--- src/rtl/i2cmon_pkg.sv ---
package i2cmon_pkg;

    localparam int SYNC_DEPTH_DEFAULT = 2;
    localparam int LINE_COUNT         = 2;

    typedef struct packed {
        logic sda;
        logic scl;
    } line_t;

    typedef enum logic [1:0] {
        COND_NONE  = 2'd0,
        COND_START = 2'd1,
        COND_STOP  = 2'd2
    } cond_e;

    localparam line_t LINE_IDLE = '{sda: 1'b1, scl: 1'b1};

    function automatic cond_e classify(input line_t prev, input line_t cur);
        cond_e res;
        res = COND_NONE;
        if (prev.scl && cur.scl) begin
            if (prev.sda && !cur.sda)
                res = COND_START;
            else if (!prev.sda && cur.sda)
                res = COND_STOP;
        end
        return res;
    endfunction

endpackage

--- src/rtl/i2cmon_sync.sv ---
module i2cmon_sync #(
    parameter int STAGES = 2,
    parameter int WIDTH  = 2
) (
    input  logic             clk,
    input  logic             rst,
    input  logic [WIDTH-1:0] d,
    output logic [WIDTH-1:0] q
);
    localparam int LAST = STAGES - 1;

    genvar w;
    generate
        for (w = 0; w < WIDTH; w++) begin : g_bit
            logic [STAGES-1:0] chain;
            if (STAGES == 1) begin : g_single
                always_ff @(posedge clk) begin
                    if (rst) chain <= 1'b1;
                    else     chain <= d[w];
                end
            end else begin : g_multi
                always_ff @(posedge clk) begin
                    if (rst) chain <= '1;
                    else     chain <= {chain[STAGES-2:0], d[w]};
                end
            end
            assign q[w] = chain[LAST];
        end
    endgenerate
endmodule

--- src/rtl/i2cmon_edge.sv ---
module i2cmon_edge
    import i2cmon_pkg::*;
(
    input  logic  clk,
    input  logic  rst,
    input  line_t cur,
    output cond_e cond
);
    line_t prev;

    always_ff @(posedge clk) begin
        if (rst) prev <= LINE_IDLE;
        else     prev <= cur;
    end

    assign cond = classify(prev, cur);
endmodule

--- src/rtl/i2cmon_flags.sv ---
module i2cmon_flags
    import i2cmon_pkg::*;
(
    input  logic  clk,
    input  logic  rst,
    input  logic  en,
    input  logic  irq_en,
    input  cond_e cond,
    output logic  start_seen,
    output logic  stop_seen,
    output logic  bus_free,
    output logic  irq
);
    always_ff @(posedge clk) begin
        if (rst || !en) begin
            start_seen <= 1'b0;
            stop_seen  <= 1'b0;
        end else begin
            unique case (cond)
                COND_START: begin
                    start_seen <= 1'b1;
                    stop_seen  <= 1'b0;
                end
                COND_STOP: begin
                    start_seen <= 1'b0;
                    stop_seen  <= 1'b1;
                end
                default: ;
            endcase
        end
    end

    always_ff @(posedge clk) begin
        if (rst) irq <= 1'b0;
        else     irq <= en && irq_en && (cond != COND_NONE);
    end

    assign bus_free = stop_seen || (!start_seen && !stop_seen);
endmodule

--- src/rtl/i2c_cond_monitor.sv ---
module i2c_cond_monitor
    import i2cmon_pkg::*;
#(
    parameter int SYNC_STAGES = SYNC_DEPTH_DEFAULT
) (
    input  logic clk,
    input  logic rst,
    input  logic en,
    input  logic irq_en,
    input  logic sda_in,
    input  logic scl_in,
    output logic start_seen,
    output logic stop_seen,
    output logic bus_free,
    output logic irq
);
    line_t raw;
    line_t synced;
    cond_e cond;

    assign raw.sda = sda_in;
    assign raw.scl = scl_in;

    i2cmon_sync #(.STAGES(SYNC_STAGES), .WIDTH(LINE_COUNT)) u_sync (
        .clk (clk),
        .rst (rst),
        .d   (raw),
        .q   (synced)
    );

    i2cmon_edge u_edge (
        .clk  (clk),
        .rst  (rst),
        .cur  (synced),
        .cond (cond)
    );

    i2cmon_flags u_flags (
        .clk        (clk),
        .rst        (rst),
        .en         (en),
        .irq_en     (irq_en),
        .cond       (cond),
        .start_seen (start_seen),
        .stop_seen  (stop_seen),
        .bus_free   (bus_free),
        .irq        (irq)
    );
endmodule

--- config.mk ---
export PLATFORM = sky130hd
export DESIGN_NAME = i2c_cond_monitor
export DESIGN_NICKNAME = d
export VERILOG_FILES = /design/src/rtl/i2cmon_pkg.sv /design/src/rtl/i2cmon_sync.sv /design/src/rtl/i2cmon_edge.sv /design/src/rtl/i2cmon_flags.sv /design/src/rtl/i2c_cond_monitor.sv
export SDC_FILE = /design/constraint.sdc
export NUM_CORES = 1
export LEC_CHECK = 0
export CORE_AREA = 2 2 39 41
export DETAILED_ROUTE_END_ITERATION = 12
export DIE_AREA = 0 0 41 43
export PLACE_DENSITY_LB_ADDON = 0.12
export SYNTH_ARGS = -nofsm -noshare
export SYNTH_HDL_FRONTEND = slang
export SYNTH_SLANG_ARGS = --single-unit
export TNS_END_PERCENT = 5
--- constraint.sdc ---
create_clock -name clk -period 1.11 [get_ports clk]
set_clock_uncertainty 0.15 [all_clocks]
set_input_delay 0.222 -clock clk [delete_from_list [all_inputs] [get_ports clk]]
set_output_delay 0.222 -clock clk [all_outputs]
set_load 0.05 [all_outputs]
==> After elaboration in Yosys (flattened, before gate mapping) <==
Index checks and enable logic that the tools add are counted.
{ "word_totals": {"reg_bits": 9, "out_inout_bits": 4, "wordCells": 29} }
{ "op_classes": {"eq_ne": 2, "n_mux": 5, "n_reduce_logical": 15} }
{ "ops": {"columns": ["cell", "n"], "rows": [
  ["1-bit logical AND", 6],
  ["2-bit 2-to-1 mux", 3],
  ["1-bit zero test", 5],
  ["1-bit one-hot mux with 2 select lines", 2],
  ["2-bit nonzero test", 2],
  ["2-bit by 1-bit == test with 1-bit output (second input constant)", 1],
  ["2-bit == test (second input constant)", 1],
  ["1-bit logical OR", 2]
]} }

==> Depth between registers and ports, before layout <==
Gate-level depths: netlist of the first run.
{ "logic_depth": {"word_depth": 7, "ltp_mapped": 3} }

==> By module <==
Synthesis of the first run repeated with hierarchy kept, for this count alone.
{ "unflattened": {"hier_cells": 31, "hier_area_um2": 360.3} }
{ "modules_own_cells": {"columns": ["mod", "n_inst", "cells_per_inst", "area_each_um2"], "rows": [
  ["i2cmon_flags", 1, 15, 167.7],
  ["i2cmon_sync", 1, 10, 120.1],
  ["i2cmon_edge", 1, 6, 72.6]
]} }

==> Worst setup path after synthesis of the first run <==
No wires, ideal clock.
{ "synth_path": {"kind": "register to output", "from": "register u_flags.stop_seen", "to": "output port bus_free", "arrival_time_ns": 1.113, "t_required_ns": 0.738, "slack_ns": -0.375, "stages_incl_launch_ff": 2, "n_path_buf": 0, "path_cell_list": "dfxtp_1 -> nand2b_1"} }
{ "synth_via": {"elab_chain_cells": 3} }
{ "synth_rtl": {"columns": ["element", "line_no", "source"], "rows": [
  ["start, declared", "i2cmon_flags.sv:10", "output logic stop_seen,"],
  ["start signal, assigned", "i2cmon_flags.sv:17", "stop_seen <= 1'b0;"],
  ["start signal, assigned", "i2cmon_flags.sv:22", "stop_seen <= 1'b0;"],
  ["start signal, assigned", "i2cmon_flags.sv:26", "stop_seen <= 1'b1;"],
  ["1-bit zero test", "i2cmon_flags.sv:38", "assign bus_free = stop_seen || (!start_seen && !stop_seen);"],
  ["1-bit logical AND", "i2cmon_flags.sv:38", null],
  ["1-bit logical OR *", "i2cmon_flags.sv:38", null],
  ["end, declared", "i2c_cond_monitor.sv:14", "output logic bus_free,"]
]} }
Every way passes the cells marked *; elsewhere a longest branch is shown, timed or not.

==> Worst setup path in the final report of the first run <==
Ends and elaborated chain as after synthesis.

==> results.toml, run 1 <==
[run_status]
status = "finished, violations left"
violations = "setup timing"

[critical_path]
crit_family = "flip-flops"
cpMaxStageDelayCell = "dfxtp_4"
critPathArrivalTime_ns = 0.88
endpoint_kind = "primary output"
cp_max_fo = 3
cp_cell_sequence = "nand2b_4 -> buf_12"
cp.required_ns = 0.74
critPathLaunchType = "register"
reg2reg_slack_ns = 0.09
worst-path-buf-inv = 1
path_class = "reg2out"
cpPeakStageDelay_ns = 0.34

[synth]
yosys.area_share.adder_pct = 0
avgSynthCellArea_um2 = 10.2
syn_inst = 29
synthMuxAreaShare_pct = 0
ys_seq_elements = 9
ys_seq_area_share_pct = 60.8
synthXorXnorAreaFrac_pct = 2.95
yosysUniqueCellTypes = 13
synth_top_family_by_area = "simple AND/OR/NAND/NOR gates"
syn_nets = 35
ys_warn_count = 0
syn_area_um2 = 297
synth_compound_area_share_pct = 9.70
synth-simple-area-share_pct = 25.3

[clocking]
ctsHoldBuffers = 0
clockBufferDepth = 2
numCtsBuffers = 3
htree_levels = 1
cts_tree = "built"
clkLatencyLatePin_ns = 0.26
clockRootBuffer = "clkbuf_4"
clock-sinks = 9
clk_pin_slew_ns = 0.06

[pwr]
pwr-share-clk_pct = 38.7
p_switching_uw = 141
switching_share_pct = 21.9
pwr-share-seq_pct = 52.4
p_per_area_mw_per_mm2 = 1290
peakVddDrop_uv = 452
leakage_uw = 0.000200
p_int_uw = 503
pwr-share-comb_pct = 8.9

[sta]
worst_pin_slew_ns = 0.186
setup_viol = 3
fmax_ghz = 0.797
fin_ws_ns = -0.145
hold_viol_final = 0
maxSlewHeadroom_pct = 87.5
min_period_ns = 1.26
fin_crit_sh_pct = 113
report.final.slew_viol_count = 0
fin_hold_ws_ns = 0.132
rsz0062_at_grt = "yes"
tns_ns = -0.315

[placed_design]
dpl_worst_slack_ns = -0.220
portBuffers = 9
gp_congestion = 0.694
placed_area_um2 = 459
hpwl_um = 407

[finish]
num-nets-final = 50
drive_gt1_share_pct = 30.2
diodes = 0
syn2layout_area_growth_pct = 68.8
final_area_um2 = 500

[drt]
post_drt_wl_per_cell_um = 9.19
drc = 0
drt_iter0_drc = 0
vias = 250
detail-route-antenna-nets = 0
drtPass1Iterations = 1
viasPerCell = 4.24
wl_um = 542

[global_routing]
antenna_found_initial = 0
grt_pass1_vias = 215
grt_max_degree = 8
grt_first_pass_wirelength_um = 869
met2_usage_pct = 10.9
overflow = 0
grt_use_met1_pct = 7.79
grtUsageTotal_pct = 8.06
grt_use_met3_pct = 4.71
top_usage_layer = "met2"

[min_path]
hp-class = "in2reg"

[floorplanning]
chipWidth_um = 41
core_area_mm2 = 0.00138
start_util_pct = 21.4
die_h_um = 43
num_io_pins = 10
dieArea_mm2 = 0.00176
core.rowCount = 14

[run]
max_cap_violations = 0
-- power by group through the flow --
stage	registers, µW	clock network (µW)	logic, µW
after CTS	337	268	58.7
after global routing	339	288	62.4
final	338	249	57.2
after floorplan	350	0	18.9
after global placement	347	0	56.4
after detailed placement	347	0	57.5
-- metrics by stage --
step / power [µW] / util, % / cells
2_1_floorplan: 369 / - / 29
3_3_place_gp: 403 / 33.2 / 54
3_5_place_dp: 404 / 33.2 / 54
4_1_cts: 664 / 35.9 / 59
5_1_grt: 689 / 36.2 / 59
6_report: 644 / 36.2 / 59
-- worst paths after layout --
check                                      startpoint                                  end  depth (start not counted)
hold / removal                                    rst  u_sync.g_bit[1].chain[0]$_SDFF_PP1_                          2
setup reg to reg  u_sync.g_bit[0].chain[1]$_SDFF_PP1_       u_flags.stop_seen$_SDFFE_PP0P_                          3
setup / recovery       u_flags.stop_seen$_SDFFE_PP0P_                             bus_free                          2
hold reg to reg   u_sync.g_bit[0].chain[0]$_SDFF_PP1_  u_sync.g_bit[0].chain[1]$_SDFF_PP1_                          1
-- layout make-up --
class / count / area (µm²)
multi-input cells: 19 / 120
fillers: 142 / 883
flip-flops and latches: 9 / 190
well taps: 16 / 20.0
clock buffers: 4 / 26.3
inverters: 1 / 3.75
repair buffers: 10 / 140
-- synthesized netlist by cell type, drive strengths merged --
cell,number,area [µm²]
o31ai,1,7.51
o21ai,1,5.00
or2,7,43.8
nand2,2,7.51
dfxtp,9,180
xor2,1,8.76
inv,1,3.75
a31oi,1,6.26
nand4,1,6.26
a21oi,2,10.0
nand2b,2,12.5
nor3,1,5.00
-- kinds of logic after synthesis --
family | count (synthesis)
buffers and inverters | 1
DFF | 9
AOI/OAI and AO/OA | 5
xor gates and xnor gates | 1
and+or+nand+nor | 13
-- layer usage --
layer  share of wire (%)  wire [µm]  up-vias
met2                  52        283        9
met3                 8.3         45        0
li1                    -          -      124
met5                   0          0        -
met4                   0          0        0
met1                  39        213      117
-- registers in the layout, indices dropped and copies added, names as in the netlist --
| register | count |
|---|---|
| u_flags.irq | 1 |
| u_edge.prev | 2 |
| u_sync.g_bit.chain | 4 |
| u_flags.stop_seen | 1 |
| u_flags.start_seen | 1 |
-- cell usage in the layout (no fill, tap or decap), drive strengths merged --
master,netlist,final
o31ai,1,1
nand2,2,2
nand2b,2,2
dfxtp,9,9
or2,7,7
nand4,1,1
buf,0,5
clkdlybuf4s50,0,4
nor3,1,1
a31oi,1,1
o21ai,1,1
inv,1,1
dlymetal6s2s,0,1
a21oi,2,2
xor2,1,1
clkbuf,0,4
-- timing repair --
| item | in CTS | in global routing |
|---|---|---|
| buffers inserted | 1 | 0 |
| gates resized for setup | 2 | 2 |
| pin swaps | 0 | 0 |
| setup endpoints to repair | 4 | 6 |
(Power assumes the default switching activity.)
==> run 2: changes to the inputs <==
--- a/config.mk
+++ b/config.mk
@@ -9,7 +9,9 @@
 export DETAILED_ROUTE_END_ITERATION = 12
 export DIE_AREA = 0 0 41 43
 export PLACE_DENSITY_LB_ADDON = 0.12
+export SLEW_MARGIN = 0
 export SYNTH_ARGS = -nofsm -noshare
 export SYNTH_HDL_FRONTEND = slang
+export SYNTH_HIERARCHICAL = 1
 export SYNTH_SLANG_ARGS = --single-unit
 export TNS_END_PERCENT = 5
==> run 2 against run 1 <==
Net effect: the flow still finishes with violations (setup timing); final area grew 12%; routed wire length grew 1.3%; power grew 2.9%; critical endpoint is now u_flags/stop_seen$_SDFFE_PP0P_; critical path type is now reg2reg; flip-flop and latch count is the same; count of clock-buffer cells in the layout shrank 1; synthesized area grew 22%; largest cell class unchanged; global-route usage grew 1.5 points.
==> results.toml, run 2 <==
[drt]
drtPass1Iterations = 1
post_drt_wl_per_cell_um = 9.15
drt_iter0_drc = 0
detail-route-antenna-nets = 0
viasPerCell = 4.08
vias = 245
drc = 0
wl_um = 549

[floorplanning]
chipWidth_um = 41
core.rowCount = 14
dieArea_mm2 = 0.00176
core_area_mm2 = 0.00138
start_util_pct = 26.0
num_io_pins = 10
die_h_um = 43

[pwr]
p_per_area_mw_per_mm2 = 1180
peakVddDrop_uv = 516
leakage_uw = 0.000219
finalPower_uw = 662

[critical_path]
critPathLaunchType = "register"
r2r-start = "u_edge/prev[1]$_SDFF_PP1_"
endpoint_kind = "register"
critPathArrivalTime_ns = 1.40
cp_max_fo = 3
critPathLaunch = "u_edge/prev[1]$_SDFF_PP1_"
cp.required_ns = 1.11
path_class = "reg2reg"

[sta]
maxSlewHeadroom_pct = 88.0
fin_crit_sh_pct = 126
rsz0062_at_grt = "yes"
report.final.slew_viol_count = 0
min_period_ns = 1.39
setup_viol = 6
worst_pin_slew_ns = 0.179
tns_ns = -0.840
fmax_ghz = 0.717
hold_viol_final = 0
fin_ws_ns = -0.285

[placed_design]
hpwl_um = 445
placed_area_um2 = 526
portBuffers = 9
gp_congestion = 0.617

[finish]
syn2layout_area_growth_pct = 55.9
reg.largest.list = "u_sync/g_bit.chain x4, u_edge/prev x2"
largest_reg_flops = 4
diodes = 0
drive_gt1_share_pct = 45.5
final_area_um2 = 562
final_util_pct = 40.6
num-nets-final = 54
final_cell_mix = "or2_1, dfxtp_1, clkdlybuf4s50_1"
top_register = "u_sync/g_bit.chain"

[synth]
ys_seq_area_share_pct = 50.0
synth_most_common_cell = "dfxtp_1"
syn_inst = 31
synth-edff-count = 0
ys_seq_elements = 9
synthArstFlopShare_pct = 0
yosysUniqueCellTypes = 12
avgSynthCellArea_um2 = 11.6
yosys-top-cells-count = "dfxtp_1, or2_1, ha_1"
yosysTopAreaCell = "dfxtp_1"
synth_top_cell_area_share_pct = 50.0
synth-main-ff-cell = "dfxtp_1"
syn_nets = 40
ys_warn_count = 6
syn_area_um2 = 360
yosys-top-cells-area = "dfxtp_1, ha_1, or2_1"

[clocking]
cts_tree = "built"
clock-sinks = 9
htree_levels = 1
clockBufferDepth = 2
clockRootBuffer = "clkbuf_4"
cts_setup_buffers = 0
clk_pin_slew_ns = 0.06
clkLatencyLatePin_ns = 0.25
numCtsBuffers = 3

[global_routing]
overflow = 0
grt_first_pass_wirelength_mm = 1.04
grtUsageTotal_pct = 9.58
antenna_found_initial = 0
grt_max_degree = 8
grt_pass1_vias = 266

[min_path]
hold_start = "u_sync/g_bit[1].chain[0]$_SDFF_PP1_"
hp-class = "reg2reg"

[run_status]
violations = "setup timing"
status = "finished, violations left"

[run]
max_cap_violations = 0
## run 2: cell types whose count changed in the layout (fill, tap and decap cells not counted), sizes merged, moves of 2 or more
cell / previous run / this run
nor2: 0 / 2
nand2: 2 / 0
ha: 0 / 3
and4b: 0 / 2
a21oi: 2 / 0
## run 2: final timing paths
kind / end / slack, ns / cells past startpoint
min: u_sync/g_bit[1].chain[1]$_SDFF_PP1_ / 0.25 / 1
max: u_flags/stop_seen$_SDFFE_PP0P_ / -0.28 / 5
max reg2reg: u_flags/stop_seen$_SDFFE_PP0P_ / -0.28 / 5
min reg2reg: u_sync/g_bit[1].chain[1]$_SDFF_PP1_ / 0.25 / 1
## run 2: layout make-up
type	count	area (µm²)
inverters	2	7.51
well taps	16	20.0
repair buffers	11	145
flip-flops and latches	9	184
clock buffers	3	22.5
clock inverters	1	5.00
fillers	142	822
multi-input cells	18	178
## run 2: through the flow
| step | hold slack [ns] | instances | setup slack [ns] |
|---|---|---|---|
| 2_1_floorplan | 0.169 | 31 | -0.325 |
| 3_3_place_gp | 0.236 | 56 | -0.281 |
| 3_5_place_dp | 0.239 | 56 | -0.296 |
| 4_1_cts | 0.253 | 60 | -0.301 |
| 5_1_grt | 0.280 | 60 | -0.357 |
| 6_report | 0.251 | 60 | -0.285 |
## run 2: power by group
group | switching, µW | internal, µW | total (µW)
Clock | 114 | 133 | 246
Combinational | 31.0 | 45.8 | 76.8
Sequential | 5.08 | 334 | 339
## run 2: metal layers
metal	share of wire [%]	vias up	track usage [%]	routed length, µm
li1	-	125	-	-
met1	39	111	9.45	213
met2	53	7	13.1	291
met3	6.2	2	4.71	34
met4	1.8	0	10.0	10
met5	0	-	0	0
## run 2: what timing repair did
item | CTS | global route
resized for setup | 5 | 0
setup endpoints to repair | 7 | 7
hold buffers | 0 | 0
## run 2: cells by family after synthesis
logic type	Yosys count	synth area share (%)
buf+inv	4	6.25
fa+ha+maj	3	10.4
mux	1	2.78
simple gates	13	27.1
compound gates	1	3.47
flops	9	50.0
## run 2: worst max-delay path: stages, from the launching register on
cell and delay (ns):
dfxtp_1 0.30, and4b_1 0.28, inv_2 0.05, ha_4 0.27, mux2i_1 0.17, nor2_1 0.05
